File: src/rtl/adc_bus_pkg.sv
package adc_bus_pkg;

  // index of each strobe in the synchronizer vector
  localparam int unsigned IDX_CS   = 0;
  localparam int unsigned IDX_RD   = 1;
  localparam int unsigned IDX_WR   = 2;
  localparam int unsigned IDX_MODE = 3;
  localparam int unsigned NSTROBE  = 4;

  function automatic logic fell(input logic prev, input logic cur);
    return prev & ~cur;
  endfunction

  function automatic logic rose(input logic prev, input logic cur);
    return ~prev & cur;
  endfunction

  // active-low strobe gated by active-low chip select
  function automatic logic gate_n(input logic strobe_n, input logic sel_n);
    return strobe_n | sel_n;
  endfunction

endpackage

File: src/rtl/adc_strobe_sync.sv
module adc_strobe_sync #(
  parameter int unsigned N      = 4,
  parameter int unsigned STAGES = 2,
  parameter logic [N-1:0] IDLE  = '1
) (
  input  logic         clk,
  input  logic         rst_n,
  input  logic [N-1:0] async_i,
  output logic [N-1:0] level_o,
  output logic [N-1:0] prev_o
);

  localparam int unsigned DEPTH = STAGES + 1;

  for (genvar b = 0; b < N; b++) begin : g_bit
    logic [DEPTH-1:0] chain;
    always_ff @(posedge clk or negedge rst_n) begin
      if (!rst_n) chain <= {DEPTH{IDLE[b]}};
      else        chain <= {chain[DEPTH-2:0], async_i[b]};
    end
    assign level_o[b] = chain[STAGES-1];
    assign prev_o[b]  = chain[STAGES];
  end

endmodule

File: src/rtl/adc_conv_timer.sv
module adc_conv_timer #(
  parameter int unsigned CONV_CYCLES = 12
) (
  input  logic clk,
  input  logic rst_n,
  input  logic start_i,
  output logic accept_o,
  output logic busy_o,
  output logic done_o
);

  localparam int unsigned CNT_W = (CONV_CYCLES > 1) ? $clog2(CONV_CYCLES) : 1;
  localparam logic [CNT_W-1:0] LOAD = CNT_W'(CONV_CYCLES - 1);

  logic [CNT_W-1:0] cnt;
  logic             busy;

  assign accept_o = start_i & ~busy;
  assign done_o   = busy & (cnt == '0);
  assign busy_o   = busy;

  always_ff @(posedge clk or negedge rst_n) begin
    if (!rst_n) begin
      busy <= 1'b0;
      cnt  <= '0;
    end else if (accept_o) begin
      busy <= 1'b1;
      cnt  <= LOAD;
    end else if (busy) begin
      if (cnt == '0) busy <= 1'b0;
      else           cnt  <= cnt - 1'b1;
    end
  end

endmodule

File: src/rtl/adc_out_stage.sv
module adc_out_stage #(
  parameter int unsigned DW = 8
) (
  input  logic          clk,
  input  logic          rst_n,
  input  logic          done_i,
  input  logic          accept_i,
  input  logic          rd_rise_i,
  input  logic          cs_fall_i,
  input  logic          mode_i,
  input  logic          rd_low_i,
  input  logic [DW-1:0] sample_i,
  input  logic          over_i,
  output logic [DW-1:0] data_o,
  output logic          drive_o,
  output logic          int_n_o,
  output logic          rdy_pull_o,
  output logic          ofl_n_o
);

  logic [DW-1:0] lat;
  logic          ofl, valid, irq_n, rdy;

  always_ff @(posedge clk or negedge rst_n) begin
    if (!rst_n) begin
      lat   <= '0;
      ofl   <= 1'b0;
      valid <= 1'b0;
      irq_n <= 1'b1;
      rdy   <= 1'b0;
    end else begin
      if (done_i) begin
        lat   <= sample_i;
        ofl   <= over_i;
        valid <= 1'b1;
        irq_n <= 1'b0;
      end else begin
        if (accept_i)  valid <= 1'b0;
        if (rd_rise_i) irq_n <= 1'b1;
      end
      if (done_i)                   rdy <= 1'b0;
      else if (cs_fall_i && !mode_i) rdy <= 1'b1;
    end
  end

  assign data_o     = ofl ? {DW{1'b1}} : lat;
  assign drive_o    = rd_low_i & (mode_i | valid);
  assign int_n_o    = irq_n;
  assign rdy_pull_o = rdy & ~mode_i;
  assign ofl_n_o    = ~ofl;

endmodule

File: src/rtl/adc_bus_ctrl.sv
module adc_bus_ctrl #(
  parameter int unsigned DW          = 8,
  parameter int unsigned CONV_CYCLES = 12
) (
  input  logic          clk,
  input  logic          rst_n,
  input  logic          cs_n,
  input  logic          rd_n,
  input  logic          wr_n,
  input  logic          mode,
  input  logic [DW-1:0] sample,
  input  logic          over_ref,
  output logic [DW-1:0] data_out,
  output logic          data_drive,
  output logic          int_n,
  output logic          rdy_pull,
  output logic          ofl_n
);
  import adc_bus_pkg::*;

  localparam logic [NSTROBE-1:0] IDLE = 4'b0111;

  logic [NSTROBE-1:0] raw, lvl, prv;
  logic cs_s, rd_s, mode_s;
  logic rd_eff, rd_eff_p, wr_eff, wr_eff_p;
  logic rd_fall, rd_rise, wr_rise, cs_fall, start_edge;
  logic conv_accept, conv_busy, conv_done;

  assign raw[IDX_CS]   = cs_n;
  assign raw[IDX_RD]   = rd_n;
  assign raw[IDX_WR]   = wr_n;
  assign raw[IDX_MODE] = mode;

  adc_strobe_sync #(.N(NSTROBE), .STAGES(2), .IDLE(IDLE)) u_sync (
    .clk(clk), .rst_n(rst_n), .async_i(raw), .level_o(lvl), .prev_o(prv)
  );

  assign cs_s     = lvl[IDX_CS];
  assign rd_s     = lvl[IDX_RD];
  assign mode_s   = lvl[IDX_MODE];
  assign rd_eff   = gate_n(lvl[IDX_RD], lvl[IDX_CS]);
  assign rd_eff_p = gate_n(prv[IDX_RD], prv[IDX_CS]);
  assign wr_eff   = gate_n(lvl[IDX_WR], lvl[IDX_CS]);
  assign wr_eff_p = gate_n(prv[IDX_WR], prv[IDX_CS]);

  assign rd_fall    = fell(rd_eff_p, rd_eff);
  assign rd_rise    = rose(rd_eff_p, rd_eff);
  assign wr_rise    = rose(wr_eff_p, wr_eff);
  assign cs_fall    = fell(prv[IDX_CS], lvl[IDX_CS]);
  assign start_edge = mode_s ? wr_rise : rd_fall;

  adc_conv_timer #(.CONV_CYCLES(CONV_CYCLES)) u_timer (
    .clk(clk), .rst_n(rst_n), .start_i(start_edge),
    .accept_o(conv_accept), .busy_o(conv_busy), .done_o(conv_done)
  );

  adc_out_stage #(.DW(DW)) u_out (
    .clk(clk), .rst_n(rst_n), .done_i(conv_done), .accept_i(conv_accept),
    .rd_rise_i(rd_rise), .cs_fall_i(cs_fall), .mode_i(mode_s),
    .rd_low_i(~rd_eff), .sample_i(sample), .over_i(over_ref),
    .data_o(data_out), .drive_o(data_drive), .int_n_o(int_n),
    .rdy_pull_o(rdy_pull), .ofl_n_o(ofl_n)
  );

endmodule

File: config.mk
export PLATFORM = sky130hd
export DESIGN_NAME = adc_bus_ctrl
export DESIGN_NICKNAME = d
export VERILOG_FILES = /design/src/rtl/adc_bus_pkg.sv /design/src/rtl/adc_strobe_sync.sv /design/src/rtl/adc_conv_timer.sv /design/src/rtl/adc_out_stage.sv /design/src/rtl/adc_bus_ctrl.sv
export SDC_FILE = /design/constraint.sdc
export NUM_CORES = 1
export LEC_CHECK = 0
export ABC_AREA = 1
export BUFFER_PORTS_ARGS = -buffer_cell sky130_fd_sc_hd__buf_4
export CORE_MARGIN = 2
export CORE_UTILIZATION = 25
export DETAILED_ROUTE_END_ITERATION = 8
export PLACE_DENSITY_LB_ADDON = 0.2
export SYNTH_ARGS = -nofsm -noshare
export SYNTH_HDL_FRONTEND = slang
export SYNTH_SLANG_ARGS = --single-unit
File: constraint.sdc
create_clock -name clk -period 1.15 [get_ports clk]
set_input_delay 0.23 -clock clk [delete_from_list [all_inputs] [get_ports clk]]
set_output_delay 0.23 -clock clk [all_outputs]
set_load 0.03 [all_outputs]
* Word-level counts from Yosys, hierarchy flattened
Cells that the tools add are included.
Storage, ports and cells: bits in registers 28, input bits 15, word-level logic and storage cells 55
Operators by class: reduce and logical (&&, ||, !) cells 8, multiplexer cells 14, equality and inequality tests 1, bitwise operators 20, $add $sub $neg 1
Operators with widths (number):
- $mux 4 | 3
- $mux 1 | 10
- $and 1x1->1 | 8
- $mux 8 | 1
- $reduce_bool 2->1 | 4
- $not 1->1 | 7
- $or 1x1->1 | 5
- $logic_not 4->1 | 1
- $sub 4x1->4 const B | 1
- $ne 2x2->1 const B | 1
- $reduce_and 2->1 | 1
- $logic_and 1x1->1 | 1
- $logic_not 1->1 | 1

* Depth between registers and ports, before layout
Gate-level depths: netlist of the first run.
depth after elaboration 7, depth in mapped cells 8, mapped depth without buffers 7

* Cells and area by module
Synthesis of the first run repeated with hierarchy kept, for this count alone.
Second synthesis, totals: cell total of the unflattened synthesis 127, area, all modules 1236.2 µm²
Modules (own cells, without submodules):
- adc_out_stage | instances 1, sequential area each 301.5 µm², cells each 59, area an instance 509.2 µm²
- adc_strobe_sync | instances 1, sequential area each 311.5 µm², cells each 20, area an instance 371.6 µm²
- adc_conv_timer | instances 1, sequential area each 125.1 µm², cells each 34, area an instance 297.8 µm²
- adc_bus_ctrl | instances 1, sequential area each 0.0 µm², cells each 14, area an instance 57.6 µm²

* Worst setup path before layout of the first run
Ideal clock, no wire load.
path type reg-to-output, start point reg u_out.ofl, end point out data_out[0], buffers on the path 0, arrival 1.006 ns, setup slack -0.086 ns, cell stages (with the launch flop) 3, cells stage by stage dfrtp_1 > clkinv_1 > nand2_1
On the way: longest elaborated chain between the ends 1
RTL lines:
- start, declared | line adc_out_stage.sv:22 | logic ofl, valid, irq_n, rdy;
- start signal, assigned | line adc_out_stage.sv:34 | ofl <= over_i;
- $mux 8 | line adc_out_stage.sv:46 | assign data_o = ofl ? {DW{1'b1}} : lat;
- end, declared | line adc_bus_ctrl.sv:13 | output logic [DW-1:0] data_out,
No other way between the ends.

* Final worst setup path of the first run
start point reg u_sync.g_bit[1].chain[1], end point out data_drive
On the way: longest elaborated chain between the ends 3
RTL lines:
- start, declared | line adc_strobe_sync.sv:16 | logic [DEPTH-1:0] chain;
- start signal, assigned | line adc_strobe_sync.sv:18 | if (!rst_n) chain <= {DEPTH{IDLE[b]}};
- start signal, assigned | line adc_strobe_sync.sv:19 | else chain <= {chain[DEPTH-2:0], async_i[b]};
- $or 1x1->1 | line adc_bus_pkg.sv:20 | return strobe_n | sel_n;
- $not 1->1 | line adc_bus_ctrl.sv:60 | .rd_low_i(~rd_eff), .sample_i(sample), .over_i(over_ref),
- $and 1x1->1 | line adc_out_stage.sv:47 | assign drive_o = rd_low_i & (mode_i | valid);
- end, declared | line adc_bus_ctrl.sv:14 | output logic data_drive,
No other way between the ends.

==> results of run 1 <==
## final timing paths
path / startpoint / to / slack (ns) / depth (start not counted)
max reg2reg: u_timer.cnt[0]$_DFFE_PN0P_ / u_timer.cnt[2]$_DFFE_PN0P_ / -0.19 / 7
min: rd_n / u_sync.g_bit[1].chain[0]$_DFF_PN1_ / 0.05 / 1
min reg2reg: u_sync.g_bit[3].chain[0]$_DFF_PN0_ / u_sync.g_bit[3].chain[1]$_DFF_PN0_ / 0.36 / 0
max in group asynchronous: rst_n / u_sync.g_bit[2].chain[2]$_DFF_PN1_ / 0.45 / 2
min in group asynchronous: rst_n / u_sync.g_bit[3].chain[0]$_DFF_PN0_ / 0.40 / 2
max: u_sync.g_bit[1].chain[1]$_DFF_PN1_ / data_drive / -0.20 / 3
## per-stage QoR
| stage | setup slack (ns) | TNS [ns] |
|---|---|---|
| detailed placement | -0.0549 | -0.533 |
| finish | -0.196 | -3.34 |
| CTS | -0.202 | -2.89 |
| floorplan | 0.0116 | 0 |
| global route | -0.259 | -5.16 |
| global placement | -0.0116 | -0.0755 |
## area by class of cell
class / count / area [um^2]
sequential: 28 / 713
clock buffer: 4 / 66.3
timing repair buffer: 56 / 518
inverter: 23 / 93.8
tap: 52 / 65.1
fill: 413 / 2420
multi-input combinational: 63 / 473
timing repair inverter: 1 / 6.26
## flip-flops by register name, indices dropped and copies added, names as in the netlist
register and count:
u_sync.g_bit.chain 11, u_out.lat 8, u_timer.cnt 4, u_out.int_n_o 1, u_out.ofl 1, u_out.rdy 1, u_out.valid 1, u_timer.busy_o 1
## where the power goes
part / switching (mW) / internal (mW)
sequential: 0.181 / 1.31
clock: 0.306 / 0.379
combinational: 1.44 / 1.32
## worst register-to-register path, delay by kind of cell (launching register included)
family | cells | cell delay (ns)
flops | 1 | 0.37
compound gates | 2 | 0.28
fa+ha+maj | 1 | 0.17
simple gates | 1 | 0.11
buf+inv | 3 | 0.34
## layer usage
metal,vias up,global-route usage (%),wire length (um)
met5,-,0,0
met4,0,4.61,36
met3,5,2.39,126
met2,22,18.4,1440
met1,482,13.3,1080
li1,472,-,-
## cells in the mapped netlist (all sizes together)
cell type and count:
a21oi 2, buf 2, clkinv 1, dfrtp 18, dfstp 10, ha 2
inv 22, nand2 29, nand3 5, nand4 2, nor2 8, nor3 1
o21a 2, o21ai 12
## cell families after synthesis
logic type	Yosys count	synth area share, %
fa+ha+maj	2	2.20
flops	28	62.7
buf+inv	25	9.57
compound gates	16	8.47
simple gates	45	17.1
## what timing repair did
action,in CTS,in global routing
resized for setup,47,25
hold buffers,1,0
cloned,3,1
endpoints found under the setup margin,28,29
hold endpoints to repair,18,0
buffers inserted,16,7
pin swaps,4,6
==> flow_summary.json, run 1 <==
{
  "status": "complete, but fails checks",
  "violations": "setup timing",
  "fmax_mhz": 743,
  "crit_family": "flip-flops",
  "fin_ws_ns": -0.196,
  "cp.required_ns": 0.92,
  "end_kind": "primary output",
  "critPathKind": "reg2out",
  "ctsHtreeMaxLevel": 1,
  "power.density_mw_per_mm2": 2560,
  "clock-sinks": 28,
  "num_rows": 24,
  "final_cell_mix": "buf_4 (33), buf_6 (20), inv_1 (18), dfrtp_1 (18), nand2_2 (13)",
  "avgSynthCellArea_um2": 9.80,
  "netlist_instances": 116,
  "synth_area_leaders": "dfrtp_1 (40%), dfstp_2 (23%), nand2_1 (9.2%)",
  "rsz0062_at_grt": "yes",
  "avgRoutedWirePerCell_um": 11.8,
  "skew_ns": 0.00324,
  "dp_hpwl_um": 1530,
  "drtIter0Drc": 18,
  "syn_area_mm2": 0.00114,
  "dp.cells": 198,
  "diodes": 0,
  "grt-ovfl-total": 0,
  "cts_tree": "done",
  "antenna_found_initial": 0,
  "path_buf_inv": 1,
  "cp_data_arrival_time_ns": 1.12,
  "synth_top_area_cell": "dfrtp_1",
  "ant_nets": 0,
  "die_x_um": 71.5,
  "crit_chain": "nor2_2 -> o21a_1 -> buf_6",
  "dpl_cell_area_mm2": 0.00147,
  "slew_violations": 0,
  "timing.hold.ws_ns": 0.0501,
  "cts_buffers": 3,
  "synth_fp_nets": 133,
  "wl_um": 2680,
  "final_area_mm2": 0.00194,
  "grt_start_max_net_pins": 29,
  "syn_to_final_growth_pct": 70.2,
  "core_area_mm2": 0.00435,
  "grt_pass1_vias": 974,
  "tightestPinTransition_ns": 0.351,
  "clkLatencyLatePin_ns": 0.28,
  "grt_use_total_pct": 10.9,
  "synth_top_area_share_pct": 39.6,
  "start_kind": "flip-flop",
  "ys_seq_elements": 28,
  "clk_pin_slew_ns": 0.09,
  "ys_warn_count": 0,
  "initial_core_util_pct": 26.1,
  "nets": 193,
  "cts_buffer_depth": 2,
  "dr.pass1.iters": 4,
  "critPathMaxStageDelay_ns": 0.55,
  "ys_seq_area_share_pct": 62.7,
  "post-route-period-util_pct": 117,
  "num_io_pins": 27,
  "min_path_type": "in2reg",
  "ys_types": 21,
  "grt_pass1_wl_um": 4330,
  "vias": 981,
  "critical_path.max_fanout": 3,
  "final_common_cell": "buf_4",
  "setup_viol": 29,
  "die_area_mm2": 0.00511,
  "fin_cells": 227,
  "drc": 0,
  "vias_per_cell": 4.32,
  "root_buffer": "clkbuf_8",
  "leakage_nw": 0.982,
  "cpMaxStageDelayCell": "dfstp_2",
  "gp_congestion": 0.771,
  "fp.dieH_um": 71.5,
  "drive_above_1_share_pct": 64.6,
  "max-cap-violations": 0,
  "finalHoldViolCount": 0,
  "p_total_mw": 4.95,
  "port_buffers": 26,
  "utilization_pct": 44.5,
  "relSlewSlack_pct": 76.6,
  "ir_worst_vdd_mv": 0.651,
  "period_minus_slack_ns": 1.35
}
Note: power is estimated with default switching activity, not from simulation.
==> run 2: changes to the inputs <==
Settings changed: PLACE_DENSITY_LB_ADDON 0.2 to not set.
==> flow_summary.json, run 2 (synthesized netlist as in run 1, its figures left out) <==
{
  "core_area_mm2": 0.00435,
  "violations": "setup timing",
  "max-cap-violations": 0,
  "num_rows": 24,
  "drc": 0,
  "initial_core_util_pct": 26.1,
  "hold_depth": 1,
  "avgRoutedWirePerCell_um": 10.6,
  "drive_above_1_share_pct": 62.3,
  "rsz0062_at_grt": "yes",
  "wl_um": 2330,
  "tns_ns": -1.91,
  "post-route-period-util_pct": 117,
  "cp_data_arrival_time_ns": 1.12,
  "start_kind": "flip-flop",
  "skew_ns": 0.00337,
  "gp_congestion": 0.743,
  "ctsHtreeMaxLevel": 1,
  "grt_use_total_pct": 9.37,
  "die_x_um": 71.5,
  "clkLatencyLatePin_ns": 0.27,
  "clk_pin_slew_ns": 0.09,
  "pre_cts_slack_ns": -0.0704,
  "critPathKind": "reg2out",
  "grt-ovfl-total": 0,
  "dp_hpwl_um": 1460,
  "root_buffer": "clkbuf_8",
  "tightestPinTransition_ns": 0.355,
  "cts_buffer_depth": 2,
  "utilization_pct": 41.6,
  "min_path_type": "in2reg",
  "fmax_mhz": 743,
  "slew_violations": 0,
  "diodes": 0,
  "cts_buffers": 3,
  "period_minus_slack_ns": 1.35,
  "grt_start_max_net_pins": 29,
  "crit_chain": "nor2_2 -> o21a_1 -> buf_6",
  "vias_per_cell": 4.18,
  "cpMaxStageDelayCell": "dfstp_2",
  "grt_pass1_wl_um": 3810,
  "cp.required_ns": 0.92,
  "leakage_nw": 0.901,
  "num_io_pins": 27,
  "top_regs": "u_sync.g_bit.chain (11), u_out.lat (8), u_timer.cnt (4)",
  "critical_path.max_fanout": 3,
  "syn_to_final_growth_pct": 59.4,
  "drtIter0Drc": 50,
  "die_area_mm2": 0.00511,
  "setup_viol": 28,
  "end_kind": "primary output",
  "antenna_found_initial": 0,
  "dr.pass1.iters": 4,
  "dp.cells": 199,
  "nets": 185,
  "fin_ws_ns": -0.195,
  "ir_worst_vdd_mv": 0.988,
  "critPathMaxStageDelay_ns": 0.55,
  "finalHoldViolCount": 0,
  "status": "complete, but fails checks",
  "relSlewSlack_pct": 76.3,
  "grt_pass1_vias": 879,
  "cts_tree": "done",
  "clock-sinks": 28,
  "largest_reg_flops": 11,
  "ant_nets": 0,
  "vias": 915,
  "port_buffers": 26,
  "power.density_mw_per_mm2": 2480,
  "rr_worst_depth": 7,
  "final_common_cell": "buf_4",
  "final_cell_mix": "buf_4 (29), inv_1 (18), buf_6 (18)",
  "regMostFlops": "u_sync.g_bit.chain",
  "fin_cells": 219,
  "fp.dieH_um": 71.5,
  "timing.hold.ws_ns": 0.0596
}
run 2: area by class of cell:
cell class | instances | area [um^2]
repair buffers | 48 | 430
repair inverters | 1 | 6.26
clock buffers | 4 | 55.1
inverters | 23 | 93.8
well taps | 52 | 65.1
multi-input cells | 63 | 448
fillers | 434 | 2540
flip-flops and latches | 28 | 714
run 2: repair_timing:
item | 4_1_cts | 5_1_grt
gates resized for setup | 29 | 34
cloned | 2 | 2
hold buffers | 1 | 0
pin swaps | 5 | 5
endpoints found under the setup margin | 26 | 29
hold endpoints to repair | 18 | 0
setup buffers | 11 | 2
run 2: metrics by stage:
stage	total power [mW]	cell area [um^2]
finish	4.49	1810
detailed placement	3.25	1470
CTS	4.35	1740
global placement	3.23	1470
floorplan	2.65	1170
global route	4.78	1810
run 2: critical path: cells and delay by family (launching register included):
family          cells  cell delay, ns
compound gates      1            0.11
buf+inv             1            0.14
flops               1            0.55
simple gates        1            0.05
run 2: routing by layer:
metal | up-vias | GRT usage (%) | part of all wire (%)
li1 | 455 | - | -
met2 | 18 | 15.9 | 51
met4 | 0 | 1.89 | 0.30
met1 | 440 | 12.0 | 44
met5 | - | 0 | 0
met3 | 2 | 2.53 | 3.9
run 2: path summary, 6_finish.rpt:
path / end / from / slack (ns)
min in group asynchronous: u_timer.cnt[1]$_DFFE_PN0P_ / rst_n / 0.40
max: data_drive / u_sync.g_bit[0].chain[1]$_DFF_PN1_ / -0.20
max reg2reg: u_out.valid$_DFFE_PN0P_ / u_timer.cnt[1]$_DFFE_PN0P_ / -0.10
min: u_sync.g_bit[2].chain[0]$_DFF_PN1_ / wr_n / 0.06
max in group asynchronous: u_sync.g_bit[1].chain[2]$_DFF_PN1_ / rst_n / 0.43
min reg2reg: u_sync.g_bit[3].chain[1]$_DFF_PN0_ / u_sync.g_bit[3].chain[0]$_DFF_PN0_ / 0.36
run 2: power breakdown:
group / switching (mW) / leakage (nW) / internal [mW] / total, mW
logic: 1.30 / 0.559 / 1.10 / 2.40
clock network: 0.288 / 0.0288 / 0.306 / 0.595
registers: 0.177 / 0.313 / 1.32 / 1.49
==> run 3: changes to the inputs <==
--- a/config.mk
+++ b/config.mk
@@ -10,4 +10,5 @@
 export CORE_MARGIN = 2
-export CORE_UTILIZATION = 25
+export CORE_UTILIZATION = 45
 export DETAILED_ROUTE_END_ITERATION = 8
+export PLACE_DENSITY = 0.71
 export SYNTH_ARGS = -nofsm -noshare
==> constraint.sdc (replaced) <==
create_clock -name clk -period 1.1 [get_ports clk]
set_input_delay 0.055 -clock clk [delete_from_list [all_inputs] [get_ports clk]]
set_output_delay 0.055 -clock clk [all_outputs]
set_load 0.03 [all_outputs]
==> flow_summary.json, run 3 (synthesized netlist as in run 1, its figures left out) <==
{
  "cpMaxStageDelayCell": "dfstp_2",
  "vias": 1091,
  "slew_violations": 0,
  "post-route-period-util_pct": 124,
  "max-cap-violations": 0,
  "grt_start_max_net_pins": 29,
  "cp.required_ns": 1.04,
  "p_total_mw": 5.18,
  "diodes": 0,
  "cts_buffers": 3,
  "grt_use_total_pct": 21.4,
  "violations": "setup timing",
  "critical_path.max_fanout": 2,
  "grt_pass1_wl_um": 4340,
  "crit_chain": "nor2_2 -> buf_4 -> o21a_1 -> buf_6",
  "setup_viol": 28,
  "ir_worst_vdd_mv": 2.17,
  "final_common_cell": "buf_4",
  "critPathMaxStageDelay_ns": 0.57,
  "fmax_mhz": 736,
  "rsz0062_at_grt": "yes",
  "pre_cts_slack_ns": -0.143,
  "num_rows": 18,
  "root_buffer": "clkbuf_4",
  "gp_congestion": 0.876,
  "nets": 203,
  "dp_hpwl_um": 1510,
  "largest_reg_flops": 11,
  "fillers": 124,
  "final_cell_mix": "buf_4 (34), inv_1 (18), dfrtp_1 (18)",
  "fp.dieH_um": 54.3,
  "wl_um": 3760,
  "grt-ovfl-total": 0,
  "status": "complete, but fails checks",
  "power.density_mw_per_mm2": 2550,
  "dr.pass1.iters": 4,
  "top_regs": "u_sync.g_bit.chain (11), u_out.lat (8), u_timer.cnt (4)",
  "num_io_pins": 27,
  "die_area_mm2": 0.00295,
  "crit_start": "u_sync.g_bit[1].chain[1]$_DFF_PN1_",
  "clkLatencyLatePin_ns": 0.33,
  "utilization_pct": 83.5,
  "regMostFlops": "u_sync.g_bit.chain",
  "grt_pass1_vias": 1015,
  "clk_pin_slew_ns": 0.15,
  "fin_cells": 215,
  "initial_core_util_pct": 46.8,
  "ctsHtreeMaxLevel": 1,
  "dp.cells": 176,
  "critPathKind": "reg2out",
  "tightestPinTransition_ns": 0.350,
  "syn_to_final_growth_pct": 78.5,
  "avgRoutedWirePerCell_um": 17.5,
  "drive_above_1_share_pct": 60.0,
  "antenna_found_initial": 0,
  "vias_per_cell": 5.07,
  "timing.hold.ws_ns": 0.161,
  "start_kind": "flip-flop",
  "skew_ns": 0.00400,
  "drc": 0,
  "dpl_cell_area_mm2": 0.00142,
  "die_x_um": 54.3,
  "final_area_mm2": 0.00203,
  "cp_data_arrival_time_ns": 1.30,
  "leakage_nw": 1.04,
  "relSlewSlack_pct": 76.6,
  "finalHoldViolCount": 0,
  "core_area_mm2": 0.00243,
  "drtIter0Drc": 29,
  "fin_ws_ns": -0.259,
  "cts_buffer_depth": 2,
  "clock-sinks": 28,
  "period_minus_slack_ns": 1.36,
  "min_path_type": "in2async",
  "cts_tree": "done",
  "tns_ns": -4.11,
  "ant_nets": 0,
  "port_buffers": 26,
  "end_kind": "primary output",
  "rr_startpoint": "u_timer.cnt[1]$_DFFE_PN0P_"
}
## run 3: layout make-up
type                       count  area, um^2  area share (%)
sequential                    28         713            35.1
multi-input combinational     63         503            24.8
inverter                      23        93.8            4.62
clock buffer                   4        47.5            2.34
timing repair buffer          66         629            31.0
tap                           30        37.5            1.85
timing repair inverter         1        6.26           0.308
## run 3: report_power, final
group / leakage, nW / switching (mW) / internal (mW)
clock network: 0.0261 / 0.310 / 0.278
registers: 0.314 / 0.228 / 1.37
logic: 0.703 / 1.66 / 1.34
total: 1.04 / 2.19 / 2.99
## run 3: what timing repair did
action | in CTS | in global routing
hold endpoints to repair | 41 | 0
gates resized for setup | 46 | 33
gates cloned | 2 | 2
pin swaps | 7 | 3
endpoints found under the setup margin | 29 | 29
hold buffers | 14 | 0
setup buffers | 13 | 5
## run 3: worst paths after layout
path                                                       to  slack, ns  cells past startpoint
hold reg to reg            u_sync.g_bit[0].chain[1]$_DFF_PN1_       0.37                      0
setup / recovery                                   data_drive      -0.26                      4
setup reg to reg                     u_out.lat[6]$_DFFE_PN0P_      -0.25                      8
min in group clk           u_sync.g_bit[2].chain[0]$_DFF_PN1_       0.36                      2
hold / removal                        u_out.valid$_DFFE_PN0P_       0.16                      2
max in group asynchronous           u_out.int_n_o$_DFFE_PN1P_       0.64                      2
## run 3: routing by layer
metal,share of wire (%),track usage (%)
met1,34,21.6
met2,57,44.4
met3,6.0,3.28
met4,2.6,5.00
met5,0,0
## run 3: critical path, delay by kind of cell, from the launching register on
family | cells | cell delay (ns)
compound gates | 1 | 0.10
simple gates | 1 | 0.04
flops | 1 | 0.57
buf+inv | 2 | 0.26
